`src/rtl/bcs_pkg.sv`:
```
package bcs_pkg;

  typedef enum logic [2:0] {
    PH_IDLE, PH_T1, PH_T2, PH_T3, PH_TW, PH_T4, PH_HOLD
  } phase_e;

  typedef struct packed {
    logic load;        // request accepted this cycle
    logic addrPh;      // T1
    logic dataPh;      // T2, T3, wait
    logic endPh;       // T4
    logic capture;     // strobes end on this edge
    logic secondHalf;  // second byte of a split word
  } seqStrobes_t;

endpackage

```
`src/rtl/bcs_ctrl.sv`:
```
module bcs_ctrl
  import bcs_pkg::*;
(
  input  logic        clk,
  input  logic        rst,
  input  logic        reqValid,
  input  logic        holdReq,
  input  logic        waitReady,
  input  logic        splitReq,
  output seqStrobes_t stb,
  output logic        reqReady,
  output logic        holdAck,
  output logic        done
);

  phase_e state, nextState;
  logic   secondHalf;

  assign reqReady = (state == PH_IDLE) && !holdReq;
  assign holdAck  = (state == PH_HOLD);
  assign done     = (state == PH_T4) && (!splitReq || secondHalf);

  always_comb begin
    nextState = state;
    unique case (state)
      PH_IDLE: if (holdReq) nextState = PH_HOLD;
               else if (reqValid) nextState = PH_T1;
      PH_T1:   nextState = PH_T2;
      PH_T2:   nextState = PH_T3;
      PH_T3,
      PH_TW:   nextState = waitReady ? PH_T4 : PH_TW;
      PH_T4:   if (holdReq) nextState = PH_HOLD;
               else if (splitReq && !secondHalf) nextState = PH_T1;
               else nextState = PH_IDLE;
      PH_HOLD: if (!holdReq) nextState = secondHalf ? PH_T1 : PH_IDLE;
      default: nextState = PH_IDLE;
    endcase
  end

  always_ff @(posedge clk) begin
    if (rst) begin
      state      <= PH_IDLE;
      secondHalf <= 1'b0;
    end else begin
      state <= nextState;
      if (reqReady && reqValid) secondHalf <= 1'b0;
      else if (state == PH_T4)  secondHalf <= splitReq && !secondHalf;
    end
  end

  always_comb begin
    stb.load       = reqReady && reqValid;
    stb.addrPh     = (state == PH_T1);
    stb.dataPh     = (state == PH_T2) || (state == PH_T3) || (state == PH_TW);
    stb.endPh      = (state == PH_T4);
    stb.capture    = ((state == PH_T3) || (state == PH_TW)) && waitReady;
    stb.secondHalf = secondHalf;
  end

endmodule

```
`src/rtl/bcs_datapath.sv`:
```
module bcs_datapath
  import bcs_pkg::*;
#(
  parameter int ADDR_W = 20,
  parameter int DATA_W = 16
) (
  input  logic                       clk,
  input  logic                       rst,
  input  seqStrobes_t                stb,
  input  logic                       reqWrite,
  input  logic                       reqMem,
  input  logic                       reqWord,
  input  logic [ADDR_W-1:0]          reqAddr,
  input  logic [DATA_W-1:0]          reqData,
  input  logic [1:0]                 reqSeg,
  input  logic                       reqIntEn,
  input  logic [DATA_W-1:0]          adIn,
  output logic                       splitReq,
  output logic [DATA_W-1:0]          rdData,
  output logic [DATA_W-1:0]          adOut,
  output logic                       adOe,
  output logic [ADDR_W-DATA_W-1:0]   upperOut,
  output logic                       bankHighN,
  output logic                       addrLatch,
  output logic                       rdStrobeN,
  output logic                       wrStrobeN,
  output logic                       xcvrTx,
  output logic                       xcvrEnN,
  output logic                       memSel
);

  localparam int LANE_W  = DATA_W / 2;
  localparam int UPPER_W = ADDR_W - DATA_W;

  logic              rWrite, rMem, rWord, rIntEn;
  logic [1:0]        rSeg;
  logic [ADDR_W-1:0] rAddr, curAddr;
  logic [DATA_W-1:0] rData, laneData;
  logic              active, busPh;

  assign splitReq = rWord && rAddr[0];
  assign curAddr  = rAddr + ADDR_W'(stb.secondHalf);
  assign active   = stb.addrPh || stb.dataPh || stb.endPh;
  assign busPh    = stb.dataPh || stb.endPh;

  always_ff @(posedge clk) begin
    if (rst) begin
      rWrite <= 1'b0; rMem <= 1'b0; rWord <= 1'b0; rIntEn <= 1'b0;
      rSeg   <= '0;   rAddr <= '0;  rData <= '0;   rdData <= '0;
    end else if (stb.load) begin
      rWrite <= reqWrite; rMem  <= reqMem;  rWord <= reqWord;
      rIntEn <= reqIntEn; rSeg  <= reqSeg;  rAddr <= reqAddr;
      rData  <= reqData;  rdData <= '0;
    end else if (stb.capture && !rWrite) begin
      if (splitReq) begin
        if (stb.secondHalf) rdData[DATA_W-1:LANE_W] <= adIn[LANE_W-1:0];
        else                rdData[LANE_W-1:0]      <= adIn[DATA_W-1:LANE_W];
      end else if (rWord) begin
        rdData <= adIn;
      end else if (rAddr[0]) begin
        rdData <= {{LANE_W{1'b0}}, adIn[DATA_W-1:LANE_W]};
      end else begin
        rdData <= {{LANE_W{1'b0}}, adIn[LANE_W-1:0]};
      end
    end
  end

  always_comb begin
    if (rWord && !rAddr[0])
      laneData = rData;
    else if (splitReq && stb.secondHalf)
      laneData = {2{rData[DATA_W-1:LANE_W]}};
    else
      laneData = {2{rData[LANE_W-1:0]}};
  end

  always_comb begin
    adOut    = '0;
    adOe     = 1'b0;
    upperOut = '0;
    if (stb.addrPh) begin
      adOut    = curAddr[DATA_W-1:0];
      adOe     = 1'b1;
      upperOut = rMem ? curAddr[ADDR_W-1:DATA_W] : {UPPER_W{1'b0}};
    end else if (busPh) begin
      upperOut[1:0] = rSeg;
      upperOut[2]   = rIntEn;
      if (rWrite) begin
        adOut = laneData;
        adOe  = 1'b1;
      end
    end
  end

  always_comb begin
    if (!active)       bankHighN = 1'b1;
    else if (splitReq) bankHighN = stb.secondHalf;
    else if (rWord)    bankHighN = 1'b0;
    else               bankHighN = ~rAddr[0];
  end

  assign addrLatch = stb.addrPh;
  assign rdStrobeN = !(stb.dataPh && !rWrite);
  assign wrStrobeN = !(stb.dataPh && rWrite);
  assign xcvrEnN   = !stb.dataPh;
  assign xcvrTx    = active && rWrite;
  assign memSel    = active ? rMem : 1'b1;

endmodule

```
`src/rtl/bus_cycle_seq.sv`:
```
module bus_cycle_seq
  import bcs_pkg::*;
#(
  parameter int ADDR_W = 20,
  parameter int DATA_W = 16
) (
  input  logic                     clk,
  input  logic                     rst,
  input  logic                     reqValid,
  input  logic                     reqWrite,
  input  logic                     reqMem,
  input  logic                     reqWord,
  input  logic [ADDR_W-1:0]        reqAddr,
  input  logic [DATA_W-1:0]        reqData,
  input  logic [1:0]               reqSeg,
  input  logic                     reqIntEn,
  output logic                     reqReady,
  output logic                     done,
  output logic [DATA_W-1:0]        rdData,
  output logic [DATA_W-1:0]        adOut,
  output logic                     adOe,
  input  logic [DATA_W-1:0]        adIn,
  output logic [ADDR_W-DATA_W-1:0] upperOut,
  output logic                     bankHighN,
  output logic                     addrLatch,
  output logic                     rdStrobeN,
  output logic                     wrStrobeN,
  output logic                     xcvrTx,
  output logic                     xcvrEnN,
  output logic                     memSel,
  input  logic                     waitReady,
  input  logic                     holdReq,
  output logic                     holdAck
);

  seqStrobes_t stb;
  logic        splitReq;

  bcs_ctrl u_ctrl (
    .clk(clk), .rst(rst), .reqValid(reqValid), .holdReq(holdReq),
    .waitReady(waitReady), .splitReq(splitReq), .stb(stb),
    .reqReady(reqReady), .holdAck(holdAck), .done(done)
  );

  bcs_datapath #(.ADDR_W(ADDR_W), .DATA_W(DATA_W)) u_dp (
    .clk(clk), .rst(rst), .stb(stb),
    .reqWrite(reqWrite), .reqMem(reqMem), .reqWord(reqWord),
    .reqAddr(reqAddr), .reqData(reqData), .reqSeg(reqSeg), .reqIntEn(reqIntEn),
    .adIn(adIn), .splitReq(splitReq), .rdData(rdData),
    .adOut(adOut), .adOe(adOe), .upperOut(upperOut), .bankHighN(bankHighN),
    .addrLatch(addrLatch), .rdStrobeN(rdStrobeN), .wrStrobeN(wrStrobeN),
    .xcvrTx(xcvrTx), .xcvrEnN(xcvrEnN), .memSel(memSel)
  );

endmodule

```
`config.mk`:
```
export PLATFORM = sky130hd
export DESIGN_NAME = bus_cycle_seq
export DESIGN_NICKNAME = d
export VERILOG_FILES = /design/src/rtl/bcs_pkg.sv /design/src/rtl/bcs_ctrl.sv /design/src/rtl/bcs_datapath.sv /design/src/rtl/bus_cycle_seq.sv
export SDC_FILE = /design/constraint.sdc
export NUM_CORES = 1
export LEC_CHECK = 0
export BUFFER_PORTS_ARGS = -buffer_cell sky130_fd_sc_hd__buf_4
export CORE_MARGIN = 2
export CORE_UTILIZATION = 24
export DETAILED_ROUTE_END_ITERATION = 7
export GPL_ROUTABILITY_DRIVEN = 1
export MAX_ROUTING_LAYER = met4
export SLEW_MARGIN = 20
export SYNTH_ARGS = -nofsm -noshare
export SYNTH_HDL_FRONTEND = slang
export SYNTH_SLANG_ARGS = --single-unit
```
`constraint.sdc`:
```
create_clock -name clk -period 3.85 [get_ports clk]
set_input_delay 0.385 -clock clk [delete_from_list [all_inputs] [get_ports clk]]
set_output_delay 0.385 -clock clk [all_outputs]
set_load 0.03 [all_outputs]
```
# Yosys cells after proc, flatten, opt, wreduce, memory -nomap -nowiden
# Cells that the tools add are included.
[op_classes] n_reduce_logical=33 n_mux=29 bitwise=1 addsub=1 eq_ne=10
[op_table] cell="16-bit 2-to-1 mux" n=7
[op_table] cell="8-bit 2-to-1 mux" n=3
[op_table] cell="20-bit by 1-bit adder with 20-bit output" n=1
[op_table] cell="3-bit 2-to-1 mux" n=6
[op_table] cell="3-bit case mux with 6 select lines" n=1
[op_table] cell="1-bit logical AND" n=12
[op_table] cell="1-bit 2-to-1 mux" n=11
[op_table] cell="3-bit == test, second input constant" n=3
[op_table] cell="1-bit logical NOT" n=8
[op_table] cell="1-bit logical OR" n=7
[op_table] cell="3-bit by 2-bit == test with 1-bit output, second input constant" n=2
[op_table] cell="2-bit inequality test, second input constant" n=3
[op_table] cell="2-bit AND reduction" n=3
[op_table] cell="4-bit 2-to-1 mux" n=1
[op_table] cell="2-bit OR reduction" n=2
[op_table] cell="3-bit by 1-bit == test with 1-bit output, second input constant" n=1
[op_table] cell="3-bit logical NOT" n=1
[op_table] cell="3-bit inequality test, second input constant" n=1
[op_table] cell="1-bit NOT" n=1
[totals] wordCells=85 reg_bits=62 inputBits=63

# Depth between registers and ports, before layout
# Gate-level depths: netlist of run 1.
[logic_depth] ltp_word=7 depth_mapped=7

# Cells and area by module
# Synthesis of run 1 repeated with hierarchy kept, for this count alone.
[hier_totals] hier_cells=401 area_unflattened_um2=3484.6
[by_module_without_submodules] module="bcs_datapath" area_per_inst_um2=3125.5 cells_per_inst=355 n_inst=1 seq_area_each_um2=1161.1
[by_module_without_submodules] module="bcs_ctrl" area_per_inst_um2=359.1 cells_per_inst=46 n_inst=1 seq_area_each_um2=80.1

# Worst setup path before layout of run 1
# OpenSTA, ideal clock, no wires.
[synth_path] path_kind="register -> register" start="reg u_ctrl.state[0]" end="reg u_ctrl.secondHalf" path_slack_ns=1.342 path_stages_with_launch=7 arrival_time_ns=2.391 path_cell_list="dfxtp_1 > nor4_1 > nand2_1 > nand2b_1 > buf_2 > buf_2 > nor2_1"
[synth_between] elab_chain_len=4 word_cells_on_any_way=5
[synth_rtl] item="start, declared" line="bcs_ctrl.sv:16" rtl="phase_e state, nextState;"
[synth_rtl] item="start signal, assigned" line="bcs_ctrl.sv:45" rtl="state <= nextState;"
[synth_rtl] item="3-bit logical NOT" line="bcs_ctrl.sv:19" rtl="assign reqReady = (state == PH_IDLE) && !holdReq;"
[synth_rtl] item="1-bit logical AND" line="bcs_ctrl.sv:19"
[synth_rtl] item="via reqReady" line="bus_cycle_seq.sv:17" rtl="output logic reqReady,"
[synth_rtl] item="1-bit logical AND" line="bcs_ctrl.sv:46" rtl="if (reqReady && reqValid) secondHalf <= 1'b0;"
[synth_rtl] item="2-bit OR reduction (no line)"
[synth_rtl] item="end signal, assigned" line="bcs_ctrl.sv:47" rtl="else if (state == PH_T4) secondHalf <= splitReq && !secondHalf;"
[synth_rtl] item="end, declared" line="bcs_ctrl.sv:17" rtl="logic secondHalf;"
# The timed path passes the listed nets, and every way through them passes these cells.
# A chain may end at the register's enable or synchronous reset.

# Worst setup path after layout of run 1
[layout_path] start="reg u_ctrl.state[1]" end="out upperOut[1]"
[layout_between] elab_chain_len=6 word_cells_on_any_way=10
[layout_rtl] item="3-bit by 2-bit == test with 1-bit output" line="bcs_ctrl.sv:54" rtl="stb.dataPh = (state == PH_T2) || (state == PH_T3) || (state == PH_TW);"
[layout_rtl] item="1-bit logical OR (2 in series)" line="bcs_ctrl.sv:54"
[layout_rtl] item="1-bit logical OR" line="bcs_datapath.sv:44" rtl="assign busPh = stb.dataPh || stb.endPh;"
[layout_rtl] item="3-bit 2-to-1 mux" line="bcs_datapath.sv:85" rtl="end else if (busPh) begin"
[layout_rtl] item="3-bit 2-to-1 mux (*)" line="bcs_datapath.sv:81" rtl="if (stb.addrPh) begin"
[layout_rtl] item="end, declared" line="bus_cycle_seq.sv:23" rtl="output logic [ADDR_W-DATA_W-1:0] upperOut,"
# Every way passes the cells marked *; elsewhere a longest branch is shown, timed or not.

==> results.md, run 1 <==
- Final ANT Viol Nets: 0
- CP endpoint kind: output pin
- Final Hold Vio Count: 0
- Layout cells sized above 1: 0.273
- Hold-critical path depth: 3
- GR Util All Layers: 0.150
- H-tree lvl count: 3
- Commonest non-fill, non-tap cell in the layout: buf_4
- Area contributors post-synth: dfxtp_1 37%, nand2_1 11%, a21oi_1 8.2%
- Final cycle utilization of the critical path: 0.772
- Worst Reg-to-Reg Cells: 4
- Global route total overflow: 0
- Commonest cells after routing, fill and taps aside: 112 x buf_4, 97 x nand2_1, 62 x dfxtp_1
- Worst path required time: 3.46 ns
- Antenna violations before repair: 0
- Critical path arrival: 2.59 ns
- Worst-Skew Late Latency: 0.33 ns
- Max-Slew Margin vs Limit: 0.388
- Top_reg_cell synth: dfxtp_1
- Status: completed
- Filler cells: 1500
- Area leader, netlist: dfxtp_1
- Dpl cells: 692
- Crit path launch type: flop
- Area growth, synth to finish: 37.1%
- Post-CTS Setup Inserts: 0
- Cells after Synth: 427
- Synth Area in Adders: 0.00745
- Core Rows: 43
- Worst Tran Pin Value: 0.917 ns
- CTS tree: yes
- CP max FO: 16
- Synth Area in Compound Gates: 0.176
- Worst hold path type: input pin to flop
- Count of clock tree sinks: 62
- Synthesized area: 3360 um2
- Final std cells w/o fill: 708
- Die height: 122 um
- NumNets Final: 588
- Antenna cell count: 0
- Final slew viol count: 0
- Via count: 3398
- Distinct cells, synth: 46
- Post-CTS Resized: 0
- Sequential share of the synthesized area: 0.369
- Mapped Avg Cell Area: 7.87 um2
- Mux contribution to synthesized area: 0.111
- Total Routed Length: 10800 um
- First-iteration detailed-routing DRC count: 167
- PortBufs: 109
- Die ar.: 15000 um2
- Yosys warnings: 0
- Longest Clk Path Bufs: 2
- Final hold slack: 0.297 ns
- Hold_buf cts: 0
- Register area: 1240 um2
- CTS buffer count: 9
- Synth Area in Simple Gates: 0.254
- Root Driver: clkbuf_16
- Final setup skew: 0.00788 ns
- EDFF count, synth: 0
- Core Footprint: 13800 um2
- Post-DP HPWL: 8120 um
- Multi-input logic area: 1960 um2
- Final setup viols: 0
- Global-route wire length before repair: 16800 um
- Combinational family with the most area after synthesis: simple AND/OR/NAND/NOR gates
- Top Ports: 110
- Number of global-route vias before repair: 3234
- Shortest period the worst path allows: 2.97 ns
- Setup TNS Final: 0 ns
- DR pass1 iterations: 4
- Achievable frequency: 0.337 GHz
- Max Cap Viol: 0
- Initial Util: 0.244
- Pwr Density: 425 nW/um2
- Fin util: 0.334
- Peak VDD IR: 0.182 mV
- Static Leak: 1.74 nW
- RSZ-0062 raised after global routing: false
- Async set-or-reset flop fraction in the synthesized netlist: 0
- Synth Area in XOR/XNOR: 0.0365
- Residual DRC count: 0
- Largest net degree at the start of global routing: 47
- Vias per cell: 4.80
- Die X: 122 um
- Yosys reg bits: 62
- Per-cell routed wire length: 15.2 um
- Final Wtd Congestion: 0.858
- Synth top area share: 0.369
- Setup Crit Path Kind: flop to output pin
- Syn nets: 492
- CTS clk-pin slew, worst paths: 0.05 ns
==> worst max-delay path, stage by stage, from the launching register on <==
cell	delay [ns]
dfxtp_1	0.64
inv_1	0.15
nand3_1	0.46
inv_1	0.26
and3_1	0.27
a22oi_1	0.16
nand3_1	0.13
buf_4	0.19
==> state kept, by name, indices dropped and copies added (netlist names) <==
name	count
u_ctrl.secondHalf	1
u_dp.rMem	1
u_dp.rdData	16
u_dp.rWord	1
u_dp.rAddr	20
u_dp.rSeg	2
u_dp.rWrite	1
u_dp.rIntEn	1
u_ctrl.state	3
u_dp.rData	16
==> power by group <==
| group | switching [mW] | total (mW) | internal, mW |
|---|---|---|---|
| Clock | 0.284 | 0.819 | 0.535 |
| Combinational | 0.230 | 0.397 | 0.166 |
| Sequential | 0.0567 | 0.741 | 0.684 |
| Total | 0.571 | 1.96 | 1.39 |
==> final timing paths <==
kind | slack (ns) | end | startpoint
worst max register to register | 1.45 | u_dp.rdData[0] | u_ctrl.state[1]
worst max-delay path | 0.88 | upperOut[1] | u_ctrl.state[1]
worst min register to register | 0.47 | u_dp.rIntEn | u_dp.rIntEn
worst min-delay path | 0.30 | u_dp.rAddr[0] | reqAddr[0]
==> cell type report <==
type,instances,share of cell area
Timing Repair Buffer,112,0.183
Clock inverter,3,0.00923
Sequential cell,62,0.269
Clock buffer,13,0.0565
Inverter,9,0.00733
Multi-Input combinational cell,329,0.426
Tap cell,180,0.0489
==> layer usage <==
layer / routed length [um] / track usage / share of wire / vias to the layer above
li1: - / - / - / 1696
met1: 5040 / 0.195 / 0.47 / 1553
met2: 4760 / 0.231 / 0.44 / 139
met3: 832 / 0.0386 / 0.077 / 10
met4: 140 / 0.0438 / 0.013 / 0
met5: 0 / - / 0 / -
==> logic make-up after synthesis <==
kind of cell	after synthesis
buffers and inverters	36
AOI/OAI and AO/OA	94
muxes	36
and+or+nand+nor	183
xor gates and xnor gates	14
DFF	62
adders and majority gates	2
==> through the flow <==
step / total power, mW / instance area, um2 / worst slack, ns
after floorplan: 0.999 / 3360 / 1.34
after global placement: 1.14 / 4300 / 1.38
after detailed placement: 1.15 / 4300 / 1.28
after CTS: 1.97 / 4610 / 0.910
after global routing: 2.05 / 4610 / 0.670
final: 1.96 / 4610 / 0.879
==> synthesized netlist by cell type (3+ instances only) <==
library cell and number:
a211oi_1 6, a21oi_1 55, and3_1 5, buf_2 11, clkbuf_1 13, dfxtp_1 62, inv_1 9, mux2_2 9
mux2i_1 27, nand2_1 97, nand2b_1 13, nand3_1 19, nand4_1 4, nor2_1 17, nor3_1 7, nor4_1 5
o21ai_0 5, o22ai_1 13, xnor2_1 11, xor2_1 3
Note: power is estimated with default switching activity, not from simulation.
==> run 2: changes to the inputs <==
==> constraint.sdc (replaced) <==
create_clock -name clk -period 2.7 [get_ports clk]
set_input_delay 0.27 -clock clk [delete_from_list [all_inputs] [get_ports clk]]
set_output_delay 0.27 -clock clk [all_outputs]
set_load 0.03 [all_outputs]
==> run 2 against run 1 <==
Core utilization increased by 0.55 points. Hold slack got worse by 0.11 ns. Non-clock buffer count increased by 8. Design area increased by 1.6%. Routed wire length decreased by 1.5%. Power increased by 42%. Critical endpoint is now adOut[15]. Largest power group unchanged. Highest routed layer unchanged.
==> results.md, run 2 (same netlist as run 1, synthesis figures left out) <==
- Worst Tran Pin Value: 0.754 ns
- Largest Register: u_dp.rAddr
- Per-cell routed wire length: 14.8 um
- CTS tree: yes
- Area growth, synth to finish: 39.3%
- Hold_buf cts: 0
- Total Routed Length: 10600 um
- Die X: 122 um
- Initial Util: 0.244
- Placed Area: 4330 um2
- Worst path required time: 2.43 ns
- Root Driver: clkbuf_16
- Setup slack, reg-to-reg: 0.50 ns
- Final hold slack: 0.183 ns
- Worst-Skew Late Latency: 0.34 ns
- Final slew viol count: 0
- Antenna violations before repair: 0
- Worst r2r src: u_ctrl.state[1]
- Final Wtd Congestion: 0.822
- Place WS: 0.289 ns
- Max reg flops: 20
- Cells along the critical path: nand4_1 -> or3_1 -> or4_1 -> o211ai_1 -> buf_4
- Shortest period the worst path allows: 2.56 ns
- Global-route wire length before repair: 16700 um
- Worst R2R End: u_dp.rdData[10]
- Count of clock tree sinks: 62
- GR Util All Layers: 0.148
- Critical path arrival: 2.29 ns
- Vias per cell: 4.76
- Final std cells w/o fill: 716
- Residual DRC count: 0
- Slowest stage delay, CP: 0.48 ns
- Pwr Density: 593 nW/um2
- Top Ports: 110
- Via count: 3409
- Max Cap Viol: 0
- Core Footprint: 13800 um2
- Die height: 122 um
- Final Hold Vio Count: 0
- CTS buffer count: 9
- Design area: 4680 um2
- Post-DP HPWL: 8010 um
- CP endpoint kind: output pin
- Final ANT Viol Nets: 0
- Longest Clk Path Bufs: 2
- Worst Reg-to-Reg Cells: 4
- Core Rows: 43
- Final cycle utilization of the critical path: 0.949
- Hold-critical path depth: 3
- First-iteration detailed-routing DRC count: 243
- Final setup viols: 0
- CP max FO: 6
- Largest net degree at the start of global routing: 47
- Dpl cells: 696
- Largest registers: u_dp.rAddr x20, u_dp.rData x16, u_dp.rdData x16
- PortBufs: 109
- HP Start: reqIntEn
- Crit path launch type: flop
- H-tree lvl count: 3
- DR pass1 iterations: 4
- CTS clk-pin slew, worst paths: 0.06 ns
- Achievable frequency: 0.390 GHz
- Worst hold path type: input pin to flop
- Status: completed
- Commonest non-fill, non-tap cell in the layout: buf_4
- Die ar.: 15000 um2
- Max-Slew Margin vs Limit: 0.497
- Post-route setup slack: 0.138 ns
- Global route total overflow: 0
- Peak VDD IR: 0.295 mV
- NumNets Final: 596
- Setup TNS Final: 0 ns
- Setup Crit Path Kind: flop to output pin
- Number of global-route vias before repair: 3235
- Layout cells sized above 1: 0.295
- CP max-delay cell: or4_1
- Final setup skew: 0.00632 ns
- Antenna cell count: 0
- RSZ-0062 raised after global routing: false
- Static Leak: 1.77 nW
- Commonest cells after routing, fill and taps aside: 120 x buf_4, 96 x nand2_1, 60 x dfxtp_1
- Hold EP: u_dp.rIntEn
[run 2: layout make-up]
type                       count  area [um2]
clock buffer                  11         243
tap                          180         225
inverter                       9        33.8
fill                        1468        9090
clock inverter                 5        58.8
timing repair buffer         120         901
sequential                    62        1240
multi-input combinational    329        1980
[run 2: critical path, delay by kind of cell (launching register included)]
family                 cells  cell delay [ns]
flip-flops                 1             0.44
AO/OA/AOI/OAI              1             0.15
buffers and inverters      1             0.21
AND/OR/NAND/NOR            3             1.16
[run 2: power breakdown]
| group | internal, mW | leakage, nW | switching [mW] |
|---|---|---|---|
| registers | 0.975 | 0.504 | 0.0764 |
| logic | 0.243 | 1.13 | 0.328 |
| clock network | 0.738 | 0.142 | 0.417 |
| total | 1.96 | 1.77 | 0.822 |
[run 2: repair_timing]
item,4_1_cts,5_1_grt
endpoints found under the setup margin,2,13
setup buffers,0,4
gates resized for setup,1,4
pin swaps,0,1
[run 2: metrics by stage]
| stage | util | total power [mW] |
|---|---|---|
| 2_1_floorplan | - | 1.42 |
| 3_3_place_gp | 0.315 | 1.63 |
| 3_5_place_dp | 0.315 | 1.64 |
| 4_1_cts | 0.337 | 2.82 |
| 5_1_grt | 0.340 | 2.92 |
| 6_report | 0.340 | 2.78 |
[run 2: worst max path at each step]
stage	cells past startpoint	startpoint	slack, ns	endpoint
global route	5	u_dp.rAddr[3]	0.02	adOut[15]
finish	5	u_dp.rAddr[7]	0.14	adOut[15]
CTS	7	u_ctrl.secondHalf	0.03	adOut[12]
floorplan	6	u_ctrl.state[0]	0.19	u_ctrl.secondHalf
global placement	7	u_ctrl.secondHalf	0.41	upperOut[2]
detailed placement	7	u_ctrl.secondHalf	0.29	upperOut[2]
[run 2: metal layers]
layer	share of wire	vias to the layer above	global-route usage
li1	-	1711	-
met5	0	-	-
met3	0.091	10	0.0437
met1	0.45	1559	0.186
met2	0.44	129	0.230
met4	0.012	0	0.0409
